### src/rtl/ret_ctx_pkg.sv
package ret_ctx_pkg;
  typedef enum logic [1:0] {
    OP_IDLE  = 2'd0,
    OP_PUSH  = 2'd1,
    OP_POP   = 2'd2,
    OP_CLEAR = 2'd3
  } stk_op_e;
endpackage

### src/rtl/ret_ctx_guard.sv
module ret_ctx_guard
  import ret_ctx_pkg::*;
(
  input  logic    clk,
  input  logic    rst,
  input  logic    run_mode,
  input  logic    clr,
  input  logic    push_req,
  input  logic    pop_req,
  input  logic    full,
  input  logic    empty,
  output stk_op_e op,
  output logic    stk_err,
  output logic    int_err
);
  logic bad_stk, bad_int;

  always_comb begin
    op      = OP_IDLE;
    bad_stk = 1'b0;
    bad_int = 1'b0;
    if (clr) begin
      op = OP_CLEAR;
    end else if (push_req || pop_req) begin
      if (!run_mode || (push_req && pop_req)) begin
        bad_int = 1'b1;
      end else if (push_req) begin
        if (full) bad_stk = 1'b1;
        else      op = OP_PUSH;
      end else begin
        if (empty) bad_stk = 1'b1;
        else       op = OP_POP;
      end
    end
  end

  always_ff @(posedge clk) begin
    if (rst) begin
      stk_err <= 1'b0;
      int_err <= 1'b0;
    end else begin
      stk_err <= bad_stk;
      int_err <= bad_int;
    end
  end

  p_cmd_mode_r6: assert property (@(posedge clk) disable iff (rst)
    (!run_mode && !clr && (push_req || pop_req)) |=> int_err);
  p_both_req_r7: assert property (@(posedge clk) disable iff (rst)
    (!clr && push_req && pop_req) |=> (int_err && !stk_err));
  p_overflow_r4: assert property (@(posedge clk) disable iff (rst)
    (run_mode && !clr && push_req && !pop_req && full) |=> stk_err);
  p_underflow_r5: assert property (@(posedge clk) disable iff (rst)
    (run_mode && !clr && pop_req && !push_req && empty) |=> stk_err);
  p_clear_quiet_r9: assert property (@(posedge clk) disable iff (rst)
    clr |=> (!stk_err && !int_err));
endmodule

### src/rtl/ret_ctx_level.sv
module ret_ctx_level
  import ret_ctx_pkg::*;
#(
  parameter int DEPTH = 8,
  localparam int LVL_W = $clog2(DEPTH + 1)
) (
  input  logic             clk,
  input  logic             rst,
  input  stk_op_e          op,
  output logic [LVL_W-1:0] level,
  output logic             empty,
  output logic             full
);
  logic [LVL_W-1:0] lvl_nxt;

  always_comb begin
    case (op)
      OP_PUSH:  lvl_nxt = level + 1'b1;
      OP_POP:   lvl_nxt = level - 1'b1;
      OP_CLEAR: lvl_nxt = '0;
      default:  lvl_nxt = level;
    endcase
  end

  always_ff @(posedge clk) begin
    if (rst) begin
      level <= '0;
      empty <= 1'b1;
      full  <= 1'b0;
    end else begin
      level <= lvl_nxt;
      empty <= (lvl_nxt == '0);
      full  <= (lvl_nxt == LVL_W'(DEPTH));
    end
  end

  p_push_inc_r2: assert property (@(posedge clk) disable iff (rst)
    (op == OP_PUSH) |=> (level == $past(level) + 1'b1));
  p_pop_dec_r3: assert property (@(posedge clk) disable iff (rst)
    (op == OP_POP) |=> (level == $past(level) - 1'b1));
  p_level_hold_r8: assert property (@(posedge clk) disable iff (rst)
    (op == OP_IDLE) |=> $stable(level));
  always_comb begin
    if (!rst) p_bound_r10: assert (level <= LVL_W'(DEPTH));
  end
endmodule

### src/rtl/ret_ctx_store.sv
module ret_ctx_store
  import ret_ctx_pkg::*;
#(
  parameter int DEPTH  = 8,
  parameter int LINE_W = 16,
  parameter int PTR_W  = 16,
  localparam int LVL_W = $clog2(DEPTH + 1),
  localparam int IDX_W = $clog2(DEPTH),
  localparam int ENT_W = LINE_W + PTR_W
) (
  input  logic              clk,
  input  logic              rst,
  input  stk_op_e           op,
  input  logic [LVL_W-1:0]  level,
  input  logic [LINE_W-1:0] line_in,
  input  logic [PTR_W-1:0]  ptr_in,
  output logic [LINE_W-1:0] top_line,
  output logic [PTR_W-1:0]  top_ptr
);
  logic [ENT_W-1:0] mem [DEPTH];
  logic [ENT_W-1:0] top_q;
  logic [ENT_W-1:0] new_ent;
  logic [LVL_W-1:0] below;
  logic [IDX_W-1:0] wr_idx, rd_idx;

  assign new_ent = {line_in, ptr_in};
  assign wr_idx  = level[IDX_W-1:0];
  assign below   = level - LVL_W'(2);
  assign rd_idx  = below[IDX_W-1:0];

  always_ff @(posedge clk) begin
    if (op == OP_PUSH) mem[wr_idx] <= new_ent;
  end

  always_ff @(posedge clk) begin
    if (rst) begin
      top_q <= '0;
    end else begin
      case (op)
        OP_PUSH:  top_q <= new_ent;
        OP_POP:   top_q <= (level >= LVL_W'(2)) ? mem[rd_idx] : '0;
        OP_CLEAR: top_q <= '0;
        default:  top_q <= top_q;
      endcase
    end
  end

  assign top_line = top_q[ENT_W-1:PTR_W];
  assign top_ptr  = top_q[PTR_W-1:0];

  p_push_top_r2: assert property (@(posedge clk) disable iff (rst)
    (op == OP_PUSH) |=> ({top_line, top_ptr} == $past(new_ent)));
  p_top_stable_r8: assert property (@(posedge clk) disable iff (rst)
    (op == OP_IDLE) |=> $stable({top_line, top_ptr}));
  p_clear_top_r9: assert property (@(posedge clk) disable iff (rst)
    (op == OP_CLEAR) |=> ({top_line, top_ptr} == '0));
endmodule

### src/rtl/ret_ctx_stack.sv
module ret_ctx_stack
  import ret_ctx_pkg::*;
#(
  parameter int DEPTH  = 8,
  parameter int LINE_W = 16,
  parameter int PTR_W  = 16,
  localparam int LVL_W = $clog2(DEPTH + 1)
) (
  input  logic              clk,
  input  logic              rst,
  input  logic              run_mode,
  input  logic              clr,
  input  logic              push_req,
  input  logic              pop_req,
  input  logic [LINE_W-1:0] cur_line,
  input  logic [PTR_W-1:0]  cur_ptr,
  output logic [LINE_W-1:0] top_line,
  output logic [PTR_W-1:0]  top_ptr,
  output logic [LVL_W-1:0]  depth,
  output logic              is_empty,
  output logic              is_full,
  output logic              stk_err,
  output logic              int_err
);
  stk_op_e op;

  ret_ctx_guard u_guard (
    .clk(clk), .rst(rst), .run_mode(run_mode), .clr(clr),
    .push_req(push_req), .pop_req(pop_req),
    .full(is_full), .empty(is_empty),
    .op(op), .stk_err(stk_err), .int_err(int_err)
  );

  ret_ctx_level #(.DEPTH(DEPTH)) u_level (
    .clk(clk), .rst(rst), .op(op),
    .level(depth), .empty(is_empty), .full(is_full)
  );

  ret_ctx_store #(.DEPTH(DEPTH), .LINE_W(LINE_W), .PTR_W(PTR_W)) u_store (
    .clk(clk), .rst(rst), .op(op), .level(depth),
    .line_in(cur_line), .ptr_in(cur_ptr),
    .top_line(top_line), .top_ptr(top_ptr)
  );

  p_flags_r10: assert property (@(posedge clk) disable iff (rst)
    (is_full == (depth == LVL_W'(DEPTH))) && (is_empty == (depth == '0)));
  p_full_hold_r4: assert property (@(posedge clk) disable iff (rst)
    (is_full && push_req && !pop_req && !clr) |=> (is_full && $stable({top_line, top_ptr})));
endmodule

### config.mk
export PLATFORM = sky130hd
export DESIGN_NAME = ret_ctx_stack
export DESIGN_NICKNAME = d
export VERILOG_FILES = /design/src/rtl/ret_ctx_pkg.sv /design/src/rtl/ret_ctx_guard.sv /design/src/rtl/ret_ctx_level.sv /design/src/rtl/ret_ctx_store.sv /design/src/rtl/ret_ctx_stack.sv
export SDC_FILE = /design/constraint.sdc
export NUM_CORES = 1
export LEC_CHECK = 0
export ABC_CLOCK_PERIOD_IN_PS = 3100
export BUFFER_PORTS_ARGS = -buffer_cell sky130_fd_sc_hd__buf_2
export CORE_MARGIN = 1
export CORE_UTILIZATION = 35
export DETAILED_ROUTE_END_ITERATION = 10
export PLACE_DENSITY = 0.62
export SETUP_SLACK_MARGIN = 0.3
export SYNTH_ARGS = -nofsm -noshare
export SYNTH_HDL_FRONTEND = slang
export SYNTH_SLANG_ARGS = --single-unit
export TNS_END_PERCENT = 20
### constraint.sdc
create_clock -name clk -period 3.1 [get_ports clk]
set_input_delay 0.31 -clock clk [delete_from_list [all_inputs] [get_ports clk]]
set_output_delay 0.31 -clock clk [all_outputs]
set_load 0.01 [all_outputs]
==> results.py, run 1 <==
metrics = {
    "sta": {
        "setup_viol": 0,
        "grt_setup_unrepaired": "false",
        "skew_ns": 0.01602,
        "holdWs_ns": 0.04966,
        "relSlewSlack_pct": 49.71,
        "max_freq_mhz": 388.2,
        "fin_crit_ns": 2.576,
        "setup_tns_ns": 0,
        "layout_setup_ws_ns": 0.5238,
        "maxSlewViolCount": 0,
        "hold_viol_final": 0,
        "fin_crit_sh_pct": 83.10,
        "worst_pin_slew_ns": 0.7544,
    },
    "grt": {
        "grt_max_degree": 65,
        "antenna_found_initial": 1,
        "gr-usage-all-layers_pct": 15.18,
        "grt_first_pass_wirelength_um": 37630,
        "grt_pass1_vias": 6211,
        "grt_overflow": 0,
    },
    "final_layout": {
        "layout.cells.non_filler": 1074,
        "antenna_cells": 0,
        "syn_to_final_growth_pct": 17.97,
        "drive_gt1_share_pct": 32.60,
        "fin_area_mm2": 0.01315,
        "nets": 706,
        "fillCellCount": 2685,
    },
    "die": {
        "die_x_um": 180.4,
        "std_cell_rows": 64,
        "start_util_pct": 35.96,
        "die-area_mm2": 0.03256,
        "coreArea_mm2": 0.03099,
        "chipHeight_um": 180.4,
        "ios": 78,
    },
    "routing": {
        "drt-initial-drc-count": 508,
        "routed_wl_um": 24310,
        "postRouteAntennaNets": 0,
        "drcViolationCount": 0,
        "drt_first_pass_iters": 5,
        "vias": 5718,
        "viasPerCell": 5.324,
        "wire_per_inst_um": 22.64,
    },
    "synth": {
        "synth-edff-count": 256,
        "yosysSeqAreaShare_pct": 76.17,
        "synth_warnings": 0,
        "ys.flop_type": "edfxtp_1",
        "yosysUniqueCellTypes": 35,
        "synth_cells": 557,
        "netlist_area_mm2": 0.01114,
        "syn_avg_cell_area_um2": 20.01,
        "synthArstFlopShare_pct": 0,
        "syn-num-nets": 607,
        "ys_seq_elements": 296,
    },
    "worst_hold_path": {
        "hold_end": "u_store.mem[0][27]$_DFFE_PP_",
        "hold_depth": 1,
        "hold_path_class": "in -> reg",
        "hp-start": "cur_line[11]",
    },
    "cts": {
        "numCtsBuffers": 31,
        "clock_latency_ns": 0.55,
        "clk_pin_slew_ns": 0.06,
        "cts_tree": "yes",
        "cts.path.max_buffers": 3,
        "cts_sinks": 296,
        "ctsHtreeMaxLevel": 1,
        "clock-root-buffer": "clkbuf_16",
    },
    "worst_setup_path": {
        "r2r_end": "u_level.full$_SDFF_PP0_",
        "worstSetupPathType": "in -> reg",
        "critPathArrivalTime_ns": 3.07,
        "crit_path_end_kind": "flop",
        "rr_worst_depth": 8,
        "crit_start": "clr",
        "cp.required_ns": 3.59,
        "crit_fanout": 9,
        "worstReg2RegStart": "u_level.full$_SDFF_PP0_",
        "start_kind": "primary input",
        "reg2reg_slack_ns": 0.57,
    },
    "placement": {
        "dp.cells": 1018,
        "dp_hpwl_um": 13420,
        "pre_cts_slack_ns": 0.4344,
        "portBuffers": 77,
        "gp_congestion": 0.7766,
        "placed_area_mm2": 0.01214,
    },
    "flow_run": {
        "maxCapViolCount": 0,
    },
    "pwr": {
        "p_per_area_mw_per_mm2": 664.5,
        "power_leakage_nw": 4.524,
        "peakVddDrop_mv": 0.3870,
    },
    "outcome": {
        "outcome": "finished, final reports clean",
    },
}
## routing by layer
layer	global-route usage [%]	wire (µm)
met1	19.96	10280
met5	0	8
met2	26.34	12380
met3	2.728	1318
met4	3.145	331
## placed cells by master (no fill, tap or decap), types with 2 or more instances in the layout
cell type  count
inv_1          9
ha_1          10
nor2_1         5
clkinv_1       2
buf_2         77
dfxtp_1       39
nor2b_1        3
buf_12         7
edfxtp_1     256
and3_2         4
o21ai_0        3
clkbuf_8       6
nor3b_1        3
a222oi_1      32
clkbuf_1       6
and2_2         4
bufinv_16      2
a21oi_1        5
clkbuf_16     31
mux4_2        64
clkinv_2       6
a211o_1        2
nor4_1         2
a22oi_1        2
buf_4         11
nand2_1       65
## how the worst max path moves through the flow
stage          slack, ns                           to
3_5_place_dp        0.43      u_level.full$_SDFF_PP0_
3_3_place_gp        0.53      u_level.full$_SDFF_PP0_
5_1_grt             0.37      u_level.full$_SDFF_PP0_
4_1_cts             0.57      u_level.full$_SDFF_PP0_
2_1_floorplan       0.73  u_store.mem[0][0]$_DFFE_PP_
6_report            0.52      u_level.full$_SDFF_PP0_
## cell usage after synthesis, drive strengths merged (2+ instances only)
cell / count / area (µm²)
a211o: 2 / 17.52
mux4: 64 / 1441
buf: 11 / 66.31
nor3b: 3 / 22.52
and3: 5 / 31.28
clkbuf: 19 / 71.32
inv: 9 / 33.78
nor4: 3 / 18.77
nor2b: 4 / 25.02
a21oi: 5 / 25.02
o21ai: 3 / 15.01
nand2: 65 / 244.0
a22oi: 2 / 15.01
nor2: 5 / 18.77
a222oi: 32 / 320.3
ha: 11 / 137.6
and2: 4 / 25.02
dfxtp: 40 / 800.8
edfxtp: 256 / 7687
## critical path: stages
cell and delay [ns]:
dlygate4sd3_1 0.53, buf_2 0.14, a31oi_1 0.33, ha_1 0.45
ha_1 0.34, or2_2 0.30, a211o_1 0.30, o211ai_1 0.16
o211a_1 0.20
## final cells by class
type | instances | area (µm²) | area share [%]
Clock inverter | 12 | 115.1 | 0.8757
Timing Repair Buffer | 96 | 618.1 | 4.702
Multi-Input combinational cell | 222 | 2510 | 19.09
Inverter | 9 | 33.78 | 0.2570
Tap cell | 396 | 495.5 | 3.769
Sequential cell | 296 | 8492 | 64.60
Clock buffer | 43 | 880.8 | 6.701
## cells by family after synthesis
family | synth area share [%]
AND/OR/NAND/NOR | 3.694
XOR/XNOR | 0.07861
buffers and inverters | 1.538
AO/OA/AOI/OAI | 4.076
adder cells (fa/ha/maj) | 1.505
flip-flops | 76.17
multiplexers | 12.94
## power breakdown
group          total, W  internal [W]  switching (W)
Sequential      0.00449       0.00443      0.0000565
Combinational  0.000685      0.000313       0.000372
Clock           0.00356       0.00213        0.00143
## flip-flops by register name, indices dropped and copies added (netlist names)
register	count
u_guard.int_err	1
u_guard.stk_err	1
u_level.empty	1
u_level.full	1
u_level.level	4
u_store.mem	256
u_store.top_q	32
## through the flow
| step | power (W) | utilization (%) |
|---|---|---|
| 2_1_floorplan | 0.004995 | - |
| 3_3_place_gp | 0.005239 | 39.17 |
| 3_5_place_dp | 0.005273 | 39.17 |
| 4_1_cts | 0.008835 | 42.42 |
| 5_1_grt | 0.009042 | 42.42 |
| 6_report | 0.008735 | 42.42 |
## what timing repair did
item	CTS	global route
hold buffers	1	0
buffers inserted	0	0
gates resized for setup	0	0
endpoints found under the hold margin	2	0
Note: power is estimated with default switching activity, not from simulation.
==> run 2: changes to the inputs <==
--- a/config.mk
+++ b/config.mk
@@ -5,12 +5,12 @@
 export SDC_FILE = /design/constraint.sdc
 export NUM_CORES = 1
 export LEC_CHECK = 0
-export ABC_CLOCK_PERIOD_IN_PS = 3100
+export ABC_CLOCK_PERIOD_IN_PS = 2200
 export BUFFER_PORTS_ARGS = -buffer_cell sky130_fd_sc_hd__buf_2
 export CORE_MARGIN = 1
 export CORE_UTILIZATION = 35
 export DETAILED_ROUTE_END_ITERATION = 10
-export PLACE_DENSITY = 0.62
+export PLACE_DENSITY = 0.64
 export SETUP_SLACK_MARGIN = 0.3
 export SYNTH_ARGS = -nofsm -noshare
 export SYNTH_HDL_FRONTEND = slang
==> constraint.sdc (replaced) <==
create_clock -name clk -period 2.2 [get_ports clk]
set_input_delay 0.22 -clock clk [delete_from_list [all_inputs] [get_ports clk]]
set_output_delay 0.22 -clock clk [all_outputs]
set_load 0.01 [all_outputs]
==> results.py, run 2 (synthesized netlist as in run 1, its figures left out) <==
metrics = {
    "outcome": {
        "outcome": "finished, final reports clean",
    },
    "sta": {
        "worst_pin_slew_ns": 0.3214,
        "hold_viol_final": 0,
        "max_freq_mhz": 497.5,
        "fin_crit_sh_pct": 91.36,
        "setup_viol": 0,
        "relSlewSlack_pct": 78.57,
        "maxSlewViolCount": 0,
        "holdWs_ns": 0.03221,
        "layout_setup_ws_ns": 0.1900,
        "grt_setup_unrepaired": "true",
        "skew_ns": 0.02799,
        "fin_crit_ns": 2.010,
    },
    "worst_hold_path": {
        "hold_depth": 2,
        "hold_end": "u_level.level[1]$_SDFF_PP0_",
        "hold_path_class": "in -> reg",
        "hp-start": "rst",
    },
    "routing": {
        "dr_wl_met2_um": 12050,
        "drt_first_pass_iters": 6,
        "drcViolationCount": 0,
        "maxUsedRoutingLayer": "met4",
        "postRouteAntennaNets": 0,
        "wl_met3_um": 1444,
        "wire_per_inst_um": 21.39,
        "drt-initial-drc-count": 630,
        "met1_length_um": 10650,
        "routed_wl_um": 24510,
        "viasPerCell": 5.125,
        "vias": 5873,
    },
    "placement": {
        "dp_hpwl_um": 13800,
        "gp_congestion": 0.7350,
        "portBuffers": 77,
        "pre_cts_slack_ns": -0.08349,
        "placed_area_mm2": 0.01254,
    },
    "cts": {
        "clk_pin_slew_ns": 0.06,
        "cts_tree": "yes",
        "clock_latency_ns": 0.55,
        "cts.path.max_buffers": 3,
        "ctsHtreeMaxLevel": 1,
        "clock-root-buffer": "clkbuf_16",
        "numCtsBuffers": 29,
        "cts_sinks": 296,
    },
    "worst_setup_path": {
        "r2r_end": "u_store.top_q[31]$_SDFFE_PP0P_",
        "start_kind": "flop",
        "reg2reg_slack_ns": 0.19,
        "worstSetupPathType": "reg -> reg",
        "crit_path_end_kind": "flop",
        "worstReg2RegStart": "u_level.empty$_SDFF_PP1_",
        "critPathArrivalTime_ns": 2.43,
        "cp.required_ns": 2.62,
        "crit_fanout": 9,
        "rr_worst_depth": 9,
    },
    "final_layout": {
        "regArea_mm2": 0.008494,
        "fin_area_mm2": 0.01421,
        "top_regs": "u_store.mem: 256 flops, u_store.top_q: 32 flops, u_level.level: 4 flops",
        "syn_to_final_growth_pct": 27.49,
        "fillCellCount": 2574,
        "largest_register_ffs": 256,
        "final_common_cell": "edfxtp_1",
        "multi_input_area_mm2": 0.002648,
        "drive_gt1_share_pct": 36.10,
        "regMostFlops": "u_store.mem",
        "nets": 775,
        "final_cell_mix": "edfxtp_1, buf_2, nand2_1",
    },
    "grt": {
        "grt_overflow": 0,
        "grt_pass1_vias": 6142,
        "gr-usage-all-layers_pct": 14.82,
        "grt_first_pass_wirelength_um": 37030,
        "grt_max_degree": 33,
        "antenna_found_initial": 2,
    },
    "die": {
        "start_util_pct": 35.96,
        "std_cell_rows": 64,
        "chipHeight_um": 180.4,
        "die-area_mm2": 0.03256,
        "ios": 78,
        "coreArea_mm2": 0.03099,
        "die_x_um": 180.4,
    },
    "flow_run": {
        "maxCapViolCount": 0,
    },
    "pwr": {
        "power_leakage_nw": 4.911,
        "p_per_area_mw_per_mm2": 863.7,
        "peakVddDrop_mv": 0.5204,
    },
}
run 2: cell types whose count changed in the layout (fill, tap and decap cells not counted), sizes merged:
cell | previous run | this run
dlygate4sd3 | 1 | 36
buf | 95 | 127
clkbuf | 43 | 45
diode | 0 | 2
clkinvlp | 0 | 1
run 2: worst max-delay path: stages, from the launching register on:
cell and delay [ns]:
dfxtp_2 0.34, inv_2 0.04, a31o_4 0.23, ha_4 0.19, buf_6 0.12, buf_6 0.12
and3_4 0.22, clkbuf_16 0.19, a222oi_1 0.32, nand2_1 0.09
run 2: per-layer routing:
layer	vias to the layer above	global-route usage, %
met4	0	3.111
li1	2650	-
met1	3024	19.91
met3	31	2.890
met5	-	0
met2	168	25.01
run 2: cell type report:
type | count | area share (%)
multi-input combinational | 222 | 18.64
clock inverter | 13 | 0.8719
antenna | 2 | 0.03523
clock buffer | 41 | 5.566
sequential | 296 | 59.79
timing repair buffer | 167 | 11.34
inverter | 9 | 0.2730
tap | 396 | 3.488
run 2: repair_timing:
action	CTS	global route
pin swaps	5	13
gates cloned	1	5
setup buffers	4	5
hold endpoints to repair	259	0
resized for setup	29	11
hold buffers	36	0
endpoints found under the setup margin	181	118
run 2: stage by stage:
| step | std cells | power (W) | TNS, ns | utilization [%] |
|---|---|---|---|---|
| 3_5_place_dp | 1039 | 0.007492 | -0.3582 | 40.48 |
| 2_1_floorplan | 557 | 0.007041 | -1.153 | - |
| 6_report | 1146 | 0.01227 | 0 | 45.84 |
| 4_1_cts | 1134 | 0.01234 | 0 | 45.19 |
| 5_1_grt | 1145 | 0.01269 | 0 | 45.83 |
| 3_3_place_gp | 1039 | 0.007473 | -0.05019 | 40.48 |
run 2: worst max-delay path by stage:
| stage | slack [ns] | cells after the start | to | startpoint |
|---|---|---|---|---|
| after floorplan | -0.01 | 3 | u_store.mem[3][0]$_DFFE_PP_ | u_level.level[0]$_SDFF_PP0_ |
| after CTS | 0.24 | 10 | u_store.top_q[16]$_SDFFE_PP0P_ | u_level.empty$_SDFF_PP1_ |
| final | 0.19 | 9 | u_store.top_q[31]$_SDFFE_PP0P_ | u_level.empty$_SDFF_PP1_ |
| after global routing | 0.13 | 9 | u_store.top_q[13]$_SDFFE_PP0P_ | u_level.empty$_SDFF_PP1_ |
| after global placement | -0.04 | 9 | u_level.full$_SDFF_PP0_ | pop_req |
| after detailed placement | -0.08 | 9 | u_level.full$_SDFF_PP0_ | pop_req |
run 2: report_power, final:
group          switching (W)  internal [W]  total, W
Sequential         0.0000644       0.00625   0.00631
Combinational       0.000589      0.000610   0.00120
Clock                0.00202       0.00274   0.00476
==> run 3: changes to the inputs <==
==> constraint.sdc (replaced) <==
create_clock -name clk -period 2.2 [get_ports clk]
set_input_delay 0.11 -clock clk [delete_from_list [all_inputs] [get_ports clk]]
set_output_delay 0.11 -clock clk [all_outputs]
set_load 0.01 [all_outputs]
==> results.py, run 3 (synthesized netlist as in run 1, its figures left out) <==
metrics = {
    "outcome": {
        "outcome": "finished, final reports clean",
    },
    "die": {
        "chipHeight_um": 180.4,
        "ios": 78,
        "coreArea_mm2": 0.03099,
        "die_x_um": 180.4,
        "std_cell_rows": 64,
        "die-area_mm2": 0.03256,
        "start_util_pct": 35.96,
    },
    "cts": {
        "ctsHtreeMaxLevel": 1,
        "clock_latency_ns": 0.54,
        "clock-root-buffer": "clkbuf_16",
        "numCtsBuffers": 30,
        "cts.path.max_buffers": 3,
        "clk_pin_slew_ns": 0.07,
        "cts_tree": "yes",
        "cts_sinks": 296,
    },
    "final_layout": {
        "nets": 777,
        "largest_register_ffs": 256,
        "postLayoutCoreUtil_pct": 45.91,
        "fin_area_mm2": 0.01423,
        "syn_to_final_growth_pct": 27.67,
        "drive_gt1_share_pct": 36.53,
        "fillCellCount": 2608,
        "regMostFlops": "u_store.mem",
        "top_regs": "u_store.mem: 256 flops, u_store.top_q: 32 flops, u_level.level: 4 flops",
        "final_cell_mix": "edfxtp_1, buf_2, nand2_1",
        "final_common_cell": "edfxtp_1",
    },
    "worst_setup_path": {
        "cp_cell_sequence": "inv_2 -> a31o_4 -> ha_4 -> ha_4 -> a211oi_2 -> o21ai_0 -> o211ai_1 -> o211a_1",
        "crit_family": "compound AO/OA/AOI/OAI gates",
        "worstSetupPathType": "reg -> reg",
        "cp_num_buf_inv": 1,
        "crit_start": "u_level.empty$_SDFF_PP1_",
        "critPathArrivalTime_ns": 2.48,
        "critPathSlowestCell": "dfxtp_2",
        "start_kind": "flop",
        "crit_fanout": 3,
        "slowest_delay_ns": 0.34,
        "crit_path_end_kind": "flop",
        "cp.required_ns": 2.68,
        "path_common_cell": "ha_4",
        "worstReg2RegStart": "u_level.empty$_SDFF_PP1_",
    },
    "sta": {
        "setup_viol": 0,
        "worst_pin_slew_ns": 0.5325,
        "setup_tns_ns": 0,
        "fin_crit_sh_pct": 90.86,
        "relSlewSlack_pct": 64.42,
        "hold_viol_final": 0,
        "skew_ns": 0.008700,
        "fin_crit_ns": 1.999,
        "max_freq_mhz": 500.3,
        "maxSlewViolCount": 0,
        "grt_setup_unrepaired": "true",
    },
    "placement": {
        "gp_congestion": 0.6993,
        "dp_hpwl_um": 14050,
        "portBuffers": 77,
        "placed_area_mm2": 0.01249,
    },
    "worst_hold_path": {
        "hold_path_class": "in -> reg",
        "hp-start": "cur_line[3]",
    },
    "routing": {
        "routed_wl_um": 24770,
        "drcViolationCount": 0,
        "wire_per_inst_um": 21.59,
        "drt-initial-drc-count": 540,
        "viasPerCell": 5.193,
        "drt_first_pass_iters": 6,
        "vias": 5956,
        "postRouteAntennaNets": 0,
    },
    "grt": {
        "grt_overflow": 0,
        "grt_max_degree": 25,
        "grt_first_pass_wirelength_um": 37540,
        "antenna_found_initial": 2,
        "grt_pass1_vias": 6184,
        "gr-usage-all-layers_pct": 15.08,
    },
    "pwr": {
        "p_per_area_mw_per_mm2": 877.2,
        "peakVddDrop_mv": 0.5562,
        "power_leakage_nw": 4.929,
    },
    "flow_run": {
        "maxCapViolCount": 0,
    },
}
[run 3: cell types whose count changed in the layout (fill, tap and decap cells not counted), sizes merged]
cell,before,now
diode,2,1
clkinv,9,6
bufinv,2,1
buf,127,129
clkbuf,45,47
inv,10,9
clkinvlp,1,3
dlygate4sd3,36,37
[run 3: what timing repair did]
action	CTS	global route
cloned	2	3
endpoints found under the setup margin	236	259
resized for setup	37	14
endpoints found under the hold margin	294	0
pin swaps	16	16
hold buffers	37	0
setup buffers	6	1
[run 3: layer usage]
layer	routed length (µm)	GRT usage [%]	up-vias
li1	-	-	2643
met5	13	0	-
met1	10800	20.52	3119
met3	1585	2.850	31
met2	12040	25.38	161
met4	331	2.838	2
[run 3: power breakdown]
group,switching (W),leakage [nW],internal [W]
Sequential,0.0000681,2.64,0.00625
Clock,0.00201,0.472,0.00292
Combinational,0.000603,1.81,0.000628
Total,0.00268,4.93,0.00980
[run 3: per-stage QoR]
step                      instances  hold slack, ns  setup slack [ns]  total power (W)
after detailed placement       1042          0.3371          -0.04945         0.007509
after global placement         1042          0.3266           0.01145         0.007494
final                          1147          0.4003            0.2012          0.01248
after floorplan                 557          0.1861          -0.01190         0.007041
after global routing           1146          0.4018            0.1166          0.01289
after CTS                      1142          0.3854            0.2322          0.01257
[run 3: worst paths after layout]
kind,to,slack [ns],cells after the start
min,u_store.mem[7][19]$_DFFE_PP_,0.40,2
max reg2reg,u_level.full$_SDFF_PP0_,0.20,8
max,u_level.full$_SDFF_PP0_,0.20,8
min reg2reg,u_store.top_q[29]$_SDFFE_PP0P_,0.50,2
[run 3: area by class of cell]
cell class / instances / area, µm² / area share [%]
Antenna cell: 1 / 2.502 / 0.01759
Clock buffer: 45 / 898.4 / 6.315
Clock inverter: 10 / 82.58 / 0.5805
Inverter: 9 / 33.78 / 0.2375
Multi-Input combinational cell: 222 / 2665 / 18.73
Sequential cell: 296 / 8494 / 59.71
Tap cell: 396 / 495.5 / 3.483
Timing Repair Buffer: 168 / 1554 / 10.92
